===== config.mk =====
export PLATFORM = sky130hd
export DESIGN_NAME = tagged_add_gate
export DESIGN_NICKNAME = d
export VERILOG_FILES = /design/src/rtl/tagchk_pkg.sv /design/src/rtl/tag_classify.sv /design/src/rtl/fault_resolve.sv /design/src/rtl/wrap_adder.sv /design/src/rtl/tagged_add_gate.sv
export SDC_FILE = /design/constraint.sdc
export NUM_CORES = 1
export LEC_CHECK = 0
export BUFFER_PORTS_ARGS = -buffer_cell sky130_fd_sc_hd__buf_2
export CORE_ASPECT_RATIO = 2
export CORE_MARGIN = 2
export CORE_UTILIZATION = 25
export CTS_CLUSTER_DIAMETER = 100
export CTS_CLUSTER_SIZE = 30
export DETAILED_ROUTE_END_ITERATION = 7
export GPL_ROUTABILITY_DRIVEN = 0
export PLACE_DENSITY = 0.52
export SLEW_MARGIN = 40
export SYNTH_ARGS = -nofsm -noshare
export SYNTH_HDL_FRONTEND = slang
export SYNTH_HIERARCHICAL = 1
export SYNTH_SLANG_ARGS = --single-unit

===== constraint.sdc =====
create_clock -name clk_i -period 1 [get_ports clk_i]
set_clock_uncertainty 0.2 [all_clocks]
set_input_delay 0.15 -clock clk_i [delete_from_list [all_inputs] [get_ports clk_i]]
set_output_delay 0.15 -clock clk_i [all_outputs]
set_load 0.01 [all_outputs]

===== src/rtl/tagchk_pkg.sv =====
package tagchk_pkg;
  localparam int unsigned WORD_W = 32;
  localparam int unsigned TAGW   = 4;
  localparam logic [TAGW-1:0] TAG_INT_DEF = 4'h0;
  localparam logic [TAGW-1:0] TAG_FUT_DEF = 4'hF;
  localparam int unsigned N_OPS = 2;
  // cause mask: bit0 = operand A, bit1 = operand B
  typedef logic [N_OPS-1:0] cause_t;
endpackage


===== src/rtl/tag_classify.sv =====
module tag_classify #(
  parameter int unsigned TAG_W = 4,
  parameter logic [TAG_W-1:0] TAG_INT = '0,
  parameter logic [TAG_W-1:0] TAG_FUT = '1
) (
  input  logic [TAG_W-1:0] tag_i,
  output logic             is_fut_o,
  output logic             is_bad_o
);
  always_comb begin
    is_fut_o = (tag_i == TAG_FUT);
    is_bad_o = (tag_i != TAG_INT) && (tag_i != TAG_FUT);
  end
endmodule


===== src/rtl/fault_resolve.sv =====
module fault_resolve
  import tagchk_pkg::*;
(
  input  cause_t fut_i,
  input  cause_t bad_i,
  output logic   ok_o,
  output logic   fut_o,
  output logic   trap_o,
  output cause_t cause_o
);
  always_comb begin
    fut_o   = |fut_i;
    trap_o  = !fut_o && (|bad_i);   // future wins
    ok_o    = !fut_o && !trap_o;
    if (fut_o)       cause_o = fut_i;
    else if (trap_o) cause_o = bad_i;
    else             cause_o = '0;
  end
endmodule


===== src/rtl/wrap_adder.sv =====
module wrap_adder #(
  parameter int unsigned W = 32
) (
  input  logic [W-1:0] a_i,
  input  logic [W-1:0] b_i,
  output logic [W-1:0] sum_o
);
  logic [W:0] full;
  logic       carry_unused;
  always_comb begin
    full         = {1'b0, a_i} + {1'b0, b_i};
    sum_o        = full[W-1:0];
    carry_unused = full[W];
  end
endmodule


===== src/rtl/tagged_add_gate.sv =====
module tagged_add_gate
  import tagchk_pkg::*;
#(
  parameter int unsigned DATA_W = WORD_W,
  parameter int unsigned TAG_W  = TAGW,
  parameter logic [TAG_W-1:0] TAG_INT = TAG_INT_DEF,
  parameter logic [TAG_W-1:0] TAG_FUT = TAG_FUT_DEF
) (
  input  logic              clk_i,
  input  logic              rst_ni,
  input  logic              valid_i,
  input  logic [DATA_W-1:0] a_data_i,
  input  logic [TAG_W-1:0]  a_tag_i,
  input  logic [DATA_W-1:0] b_data_i,
  input  logic [TAG_W-1:0]  b_tag_i,
  output logic              res_valid_o,
  output logic [DATA_W-1:0] res_data_o,
  output logic [TAG_W-1:0]  res_tag_o,
  output logic              fut_fault_o,
  output logic              type_trap_o,
  output logic [1:0]        cause_o
);
  logic [N_OPS-1:0][TAG_W-1:0] tags;
  cause_t fut_v, bad_v, cause_d;
  logic   ok_d, fut_d, trap_d;
  logic [DATA_W-1:0] sum_d;

  assign tags[0] = a_tag_i;
  assign tags[1] = b_tag_i;

  for (genvar g = 0; g < N_OPS; g++) begin : g_cls
    tag_classify #(.TAG_W(TAG_W), .TAG_INT(TAG_INT), .TAG_FUT(TAG_FUT)) i_cls (
      .tag_i   (tags[g]),
      .is_fut_o(fut_v[g]),
      .is_bad_o(bad_v[g])
    );
  end

  fault_resolve i_res (
    .fut_i  (fut_v),
    .bad_i  (bad_v),
    .ok_o   (ok_d),
    .fut_o  (fut_d),
    .trap_o (trap_d),
    .cause_o(cause_d)
  );

  wrap_adder #(.W(DATA_W)) i_add (
    .a_i  (a_data_i),
    .b_i  (b_data_i),
    .sum_o(sum_d)
  );

  always_ff @(posedge clk_i or negedge rst_ni) begin
    if (!rst_ni) begin
      res_valid_o <= 1'b0;
      fut_fault_o <= 1'b0;
      type_trap_o <= 1'b0;
      cause_o     <= '0;
    end else begin
      res_valid_o <= valid_i && ok_d;
      fut_fault_o <= valid_i && fut_d;
      type_trap_o <= valid_i && trap_d;
      cause_o     <= valid_i ? cause_d : '0;
    end
  end

  // destination: written only by a committed add
  always_ff @(posedge clk_i or negedge rst_ni) begin
    if (!rst_ni) begin
      res_data_o <= '0;
      res_tag_o  <= '0;
    end else if (valid_i && ok_d) begin
      res_data_o <= sum_d;
      res_tag_o  <= TAG_INT;
    end
  end


  one_outcome_chk: assert property (@(posedge clk_i) disable iff (!rst_ni)
    $onehot0({res_valid_o, fut_fault_o, type_trap_o}));


  int_tag_out_chk: assert property (@(posedge clk_i) disable iff (!rst_ni)
    res_valid_o |-> res_tag_o == TAG_INT);


  dest_hold_chk: assert property (@(posedge clk_i) disable iff (!rst_ni)
    (fut_fault_o || type_trap_o) |-> $stable(res_data_o) && $stable(res_tag_o));


  idle_quiet_chk: assert property (@(posedge clk_i) disable iff (!rst_ni)
    !valid_i |=> !res_valid_o && !fut_fault_o && !type_trap_o);


  cause_zero_chk: assert property (@(posedge clk_i) disable iff (!rst_ni)
    (cause_o != 2'b00) == (fut_fault_o || type_trap_o));


  fut_prio_chk: assert property (@(posedge clk_i) disable iff (!rst_ni)
    valid_i && (a_tag_i == TAG_FUT || b_tag_i == TAG_FUT) |=> fut_fault_o && !type_trap_o);
endmodule


==> impl_metrics.py, run 1 <==
metrics = {
    "status": {
        "status": "complete, but fails checks",
        "failed_checks": "hold timing, setup timing",
    },
    "placed_design": {
        "post-dp-hpwl_um": 8990,
        "dp_cells": 695,
        "placed_area_mm2": 0.00507,
        "port_buffers": 111,
    },
    "synth": {
        "synthFlopType": "dfrtp_1",
        "avgSynthCellArea_um2": 9.78,
        "yosysTopAreaCell": "dfrtp_1",
        "yosysUniqueCellTypes": 58,
        "ys_seq_area_share_pct": 27.9,
        "netlist_area_mm2": 0.00332,
        "syn_inst": 339,
        "synth_area_leaders": "dfrtp_1, mux2_4, ha_1",
        "yosys_register_bits": 37,
        "synth_edf_count": 0,
        "netlist.area_leader.share_pct": 27.9,
        "yosysWarnings": 6,
        "synthArstFlopShare_pct": 100,
    },
    "cts": {
        "clock-root-buffer": "clkbuf_16",
        "cts_max_path_buffers": 2,
        "cts_tree": "yes",
        "cts-buffers-inserted": 5,
        "hold_buffers": 1,
        "clock_sinks": 37,
        "cts-htree-levels": 2,
        "clkTransAtPathRegs_ns": 0.07,
        "clkLatencyLatePin_ns": 0.29,
    },
    "pwr": {
        "p_leak_nw": 3.15,
        "finalPower_mw": 8.06,
        "power.density_mw_per_mm2": 1260,
        "peakVddDrop_mv": 1.15,
    },
    "hold_path": {
        "hold_end": "res_data_o[0]$_DFFE_PN0P_",
        "hp-start": "a_data_i[0]",
        "min_path_cells": 3,
        "hold_class": "in2reg",
    },
    "critical_path": {
        "critical_path_required_ns": 0.98,
        "worstReg2RegEnd": "res_data_o[19]$_DFFE_PN0P_",
        "ff2ff_path_depth": 2,
        "crit_arrival_ns": 2.17,
        "cp-start-kind": "input port",
        "crit_fanout": 3,
        "cp-end-kind": "register",
        "rr_startpoint": "res_data_o[19]$_DFFE_PN0P_",
        "crit_type": "in2reg",
        "ff2ff_setup_slack_ns": -0.11,
    },
    "route": {
        "routed_wl_um": 12300,
        "ant_nets": 0,
        "vias": 3628,
        "dr.pass1.iters": 4,
        "routedWlPerCell_um": 16.4,
        "routed_via_density": 4.84,
        "post-route-drc-count": 0,
        "drtIter0Drc": 91,
    },
    "layout": {
        "area_growth_pct": 92.2,
        "antenna_cells": 0,
        "stdcell_area_mm2": 0.00638,
        "drive_gt1_share_pct": 68.7,
        "nets": 703,
        "final_cells": 749,
        "post-route-util_pct": 49.1,
    },
    "global_route": {
        "grt_max_degree": 38,
        "gr-total-overflow": 0,
        "first_global_vias": 3843,
        "antenna_found_initial": 0,
        "grt_pass1_wl_um": 19000,
        "grt_use_total_pct": 16.9,
    },
    "timing": {
        "timing.fmax_mhz": 457,
        "whs_ns": -0.0105,
        "hold_violations": 1,
        "final_max_slew_viol_count": 0,
        "period_minus_slack_ns": 2.19,
        "fin_setup_tns_ns": -35.62,
        "post-route-worst-setup-slack_ns": -1.19,
        "setup_viol": 73,
        "post-route-period-util_pct": 219,
        "rsz0062_at_grt": "yes",
    },
    "die": {
        "coreArea_mm2": 0.0130,
        "die_height_um": 167,
        "dieWidth_um": 85.5,
        "start_util_pct": 25.5,
        "dieArea_mm2": 0.0143,
        "rows": 59,
        "io_pins": 116,
    },
    "run": {
        "cap_violations": 0,
    },
}
[per-stage QoR]
stage	hold WS, ns	setup WS, ns
after detailed placement	-0.0601	-1.62
after global placement	-0.0657	-1.62
after global routing	-0.00752	-1.25
after CTS	-0.0158	-1.19
after floorplan	-0.346	-1.30
final	-0.0105	-1.19
[state kept, by name, indices dropped and copies added (netlist names)]
register,cells
fut_fault_o,1
res_valid_o,1
type_trap_o,1
res_data_o,32
cause_o,2
[final cells by class]
cell class | instances | area [µm²]
inverter | 9 | 33.8
fill | 1198 | 6620
sequential | 37 | 926
multi-input combinational | 278 | 3000
clock buffer | 5 | 125
tap | 152 | 190
timing repair buffer | 265 | 2040
clock inverter | 3 | 68.8
[report_power, final]
| part | leakage [nW] | internal, mW | switching [mW] |
|---|---|---|---|
| Combinational | 2.57 | 2.30 | 1.69 |
| Sequential | 0.492 | 1.75 | 0.153 |
| Clock | 0.0944 | 1.44 | 0.729 |
[Yosys cell counts (4+ instances only)]
| library cell | number |
|---|---|
| a21oi_1 | 27 |
| nor2_1 | 15 |
| nand2_1 | 24 |
| nor3_1 | 8 |
| xnor2_1 | 16 |
| dfrtp_1 | 37 |
| ha_1 | 31 |
| o21bai_1 | 6 |
| buf_4 | 4 |
| clkbuf_1 | 6 |
| nand3_1 | 10 |
| xor2_1 | 13 |
| buf_6 | 7 |
| o21ai_0 | 13 |
| a221oi_1 | 5 |
| nand4_1 | 5 |
| a31oi_1 | 5 |
| o21ai_1 | 6 |
| a21o_1 | 10 |
| and2_1 | 5 |
| mux2_4 | 29 |
| inv_1 | 9 |
[repair_timing]
action / CTS / global route
gates cloned: 2 / 1
setup buffers: 34 / 16
resized for setup: 71 / 68
hold endpoints to repair: 38 / 1
pin swaps: 34 / 37
endpoints found under the setup margin: 72 / 74
[placed cells by master (no fill, tap or decap), drive strengths merged, types with 5 or more instances in the layout]
cell type    n
o21bai       6
xor2        13
and2         6
nand4        5
nor2        16
nand3       10
a221oi       5
buf        263
a31oi        5
clkbuf       6
dfrtp       37
a21o        11
nand2       25
a21oi       27
ha          31
nor3        10
xnor2       16
mux2        32
o21ai       19
inv         10
[critical path, cell delays in order]
cell and delay (ns):
buf_6 0.10, ha_4 0.15, fa_2 0.37, a21oi_4 0.18
o2bb2ai_4 0.11, o21ai_2 0.16, o211a_4 0.19, o31a_1 0.24
o31a_1 0.21, nor3_4 0.05, mux2_4 0.26
[logic make-up after synthesis]
| group | count (synthesis) | share of synthesized area, % |
|---|---|---|
| buffers and inverters | 27 | 5.13 |
| AOI/OAI and AO/OA | 92 | 18.1 |
| other | 1 | 0.113 |
| xor gates and xnor gates | 29 | 7.66 |
| muxes | 32 | 14.1 |
| DFF | 37 | 27.9 |
| adders and majority gates | 32 | 12.3 |
| and+or+nand+nor | 89 | 14.6 |
[layer usage]
layer  part of all wire [%]  global-route usage, %  wire (µm)  vias up
met1                     34                   16.2       4190     1763
li1                       -                      -          -     1754
met3                    3.0                   1.68        370       23
met4                    3.2                   6.42        400        0
met5                      0                      0          0        -
met2                     60                   35.0       7360       88
[worst max-delay path by stage]
stage,start,end,slack [ns],cells past startpoint
final,b_data_i[0],res_data_o[26]$_DFFE_PN0P_,-1.19,11
after global routing,b_data_i[9],res_data_o[17]$_DFFE_PN0P_,-1.25,10
after CTS,b_data_i[0],res_data_o[26]$_DFFE_PN0P_,-1.19,12
after detailed placement,a_data_i[0],res_data_o[26]$_DFFE_PN0P_,-1.62,12
after global placement,a_data_i[13],res_data_o[28]$_DFFE_PN0P_,-1.62,10
after floorplan,a_data_i[16],res_data_o[27]$_DFFE_PN0P_,-1.30,10
No activity file was read; power rests on OpenSTA's default activity.
==> run 2: changes to the inputs <==
==> constraint.sdc (replaced) <==
create_clock -name clk_i -period 1 [get_ports clk_i]
set_clock_uncertainty 0.2 [all_clocks]
set_input_delay 0 -clock clk_i [delete_from_list [all_inputs] [get_ports clk_i]]
set_output_delay 0 -clock clk_i [all_outputs]
set_load 0.01 [all_outputs]
==> run 2 against run 1 <==
- the flow still finishes with violations (hold timing, setup timing)
- sequential share of layout area fell by 0.099 points
- first-iteration DRC count shrank 16%
- via count shrank 3.4%
- critical path type unchanged
==> impl_metrics.py, run 2 (synthesis results as in run 1) <==
metrics = {
    "critical_path": {
        "cp_slowest_cell": "ha_4",
        "path_buf_inv": 1,
        "crit_type": "in2reg",
        "worst_path_largest_cell_delay_ns": 0.30,
        "critical_path.top_delay_family": "compound AO/OA/AOI/OAI gates",
        "cp-end-kind": "register",
        "critical_path_required_ns": 0.98,
        "cp-start-kind": "input port",
        "crit_chain": "buf_6 > ha_4 > nand2_2 > o21ai_4 > a31oi_4 > o211a_4 > o31a_1 > o31ai_2 > xor2_1 > mux2_4",
        "crit_arrival_ns": 1.95,
        "crit_fanout": 6,
    },
    "timing": {
        "post-route-worst-setup-slack_ns": -0.976,
        "whs_ns": -0.146,
        "timing.fmax_mhz": 506,
        "rsz0062_at_grt": "yes",
        "period_minus_slack_ns": 1.98,
        "post-route-period-util_pct": 198,
        "hold_violations": 2,
        "final_max_slew_viol_count": 0,
        "setup_viol": 64,
        "fin_setup_tns_ns": -25.37,
    },
    "global_route": {
        "grt_max_degree": 38,
        "use_met2_pct": 34.1,
        "grt_use_met3_pct": 1.54,
        "gr-total-overflow": 0,
        "grt_use_total_pct": 16.8,
        "antenna_found_initial": 0,
        "met1_usage_pct": 15.8,
        "first_global_vias": 3858,
        "grt_pass1_wl_um": 18800,
        "busiest_layer": "met2",
    },
    "route": {
        "post-route-drc-count": 0,
        "routedWlPerCell_um": 16.3,
        "dr.pass1.iters": 4,
        "ant_nets": 0,
        "vias": 3505,
        "routed_via_density": 4.75,
        "routed_wl_um": 12000,
        "drtIter0Drc": 76,
    },
    "cts": {
        "cts_tree": "yes",
        "clock-root-buffer": "clkbuf_16",
        "cts_max_path_buffers": 2,
        "cts-htree-levels": 2,
        "clkTransAtPathRegs_ns": 0.06,
        "clkLatencyLatePin_ns": 0.29,
        "clock_sinks": 37,
        "cts-buffers-inserted": 5,
        "hold_buffers": 2,
    },
    "layout": {
        "largest-register": "res_data_o",
        "drive_gt1_share_pct": 69.6,
        "final_cell_mix": "buf_4, buf_2, buf_6, dfrtp_1, mux2_4",
        "area_growth_pct": 93.5,
        "nets": 692,
        "largest_register_ffs": 32,
        "stdcell_area_mm2": 0.00642,
        "top_regs": "res_data_o x32, cause_o x2",
        "fillerInstances": 1197,
        "final_common_cell": "buf_4",
        "post-route-util_pct": 49.4,
        "antenna_cells": 0,
    },
    "die": {
        "dieArea_mm2": 0.0143,
        "start_util_pct": 25.5,
        "dieWidth_um": 85.5,
        "coreArea_mm2": 0.0130,
        "die_height_um": 167,
        "rows": 59,
        "io_pins": 116,
    },
    "pwr": {
        "peakVddDrop_mv": 0.764,
        "p_leak_nw": 3.11,
        "power.density_mw_per_mm2": 1210,
    },
    "placed_design": {
        "dpl_worst_slack_ns": -1.41,
        "port_buffers": 111,
        "post-dp-hpwl_um": 9040,
        "placed_area_mm2": 0.00509,
    },
    "status": {
        "failed_checks": "hold timing, setup timing",
        "status": "complete, but fails checks",
    },
    "hold_path": {
        "hold_class": "in2reg",
    },
    "run": {
        "cap_violations": 0,
    },
}
[run 2: layer usage]
metal,share of wire (%),vias to the layer above,routed length [µm]
li1,-,1733,-
met1,32,1669,3910
met2,61,80,7360
met3,2.7,23,321
met4,3.6,0,437
met5,0,-,0
[run 2: power breakdown]
part	total [mW]	leakage, nW	switching [mW]	internal, mW
registers	1.94	0.492	0.181	1.76
logic	3.93	2.54	1.67	2.26
clock network	1.93	0.0831	0.681	1.25
[run 2: repair_timing]
action	in CTS	in global routing
buffers inserted	19	15
hold endpoints to repair	43	2
pin swaps	55	36
cloned	2	1
resized for setup	109	62
endpoints found under the setup margin	65	73
[run 2: path summary, 6_finish.rpt]
check,startpoint,end,slack [ns],cells after the start
setup / recovery,a_data_i[9],res_data_o[30]$_DFFE_PN0P_,-0.98,10
hold / removal,b_data_i[0],res_data_o[0]$_DFFE_PN0P_,-0.15,3
setup reg to reg,res_data_o[27]$_DFFE_PN0P_,res_data_o[27]$_DFFE_PN0P_,-0.10,2
hold reg to reg,res_data_o[3]$_DFFE_PN0P_,res_data_o[3]$_DFFE_PN0P_,0.31,1
max in group asynchronous,rst_ni,type_trap_o$_DFF_PN0_,0.37,3
min in group asynchronous,rst_ni,res_data_o[9]$_DFFE_PN0P_,0,3
[run 2: final cells by class]
cell class                 instances  area [µm²]  area share [%]
inverter                           9        38.8           0.604
tap                              152         190            2.96
multi-input combinational        278        3050            47.6
clock buffer                       6         139            2.16
sequential                        37         926            14.4
timing repair buffer             254        2040            31.7
clock inverter                     2        37.5           0.585
[run 2: stage by stage]
| step | std cells | total power [mW] |
|---|---|---|
| 2_1_floorplan | 342 | 3.58 |
| 3_3_place_gp | 699 | 4.96 |
| 3_5_place_dp | 699 | 4.99 |
| 4_1_cts | 727 | 7.51 |
| 5_1_grt | 738 | 8.20 |
| 6_report | 738 | 7.79 |
[run 2: worst register-to-register path, stage by stage (launching register included)]
cell,delay (ns)
dfrtp_1,0.40
buf_4,0.14
mux2_4,0.24
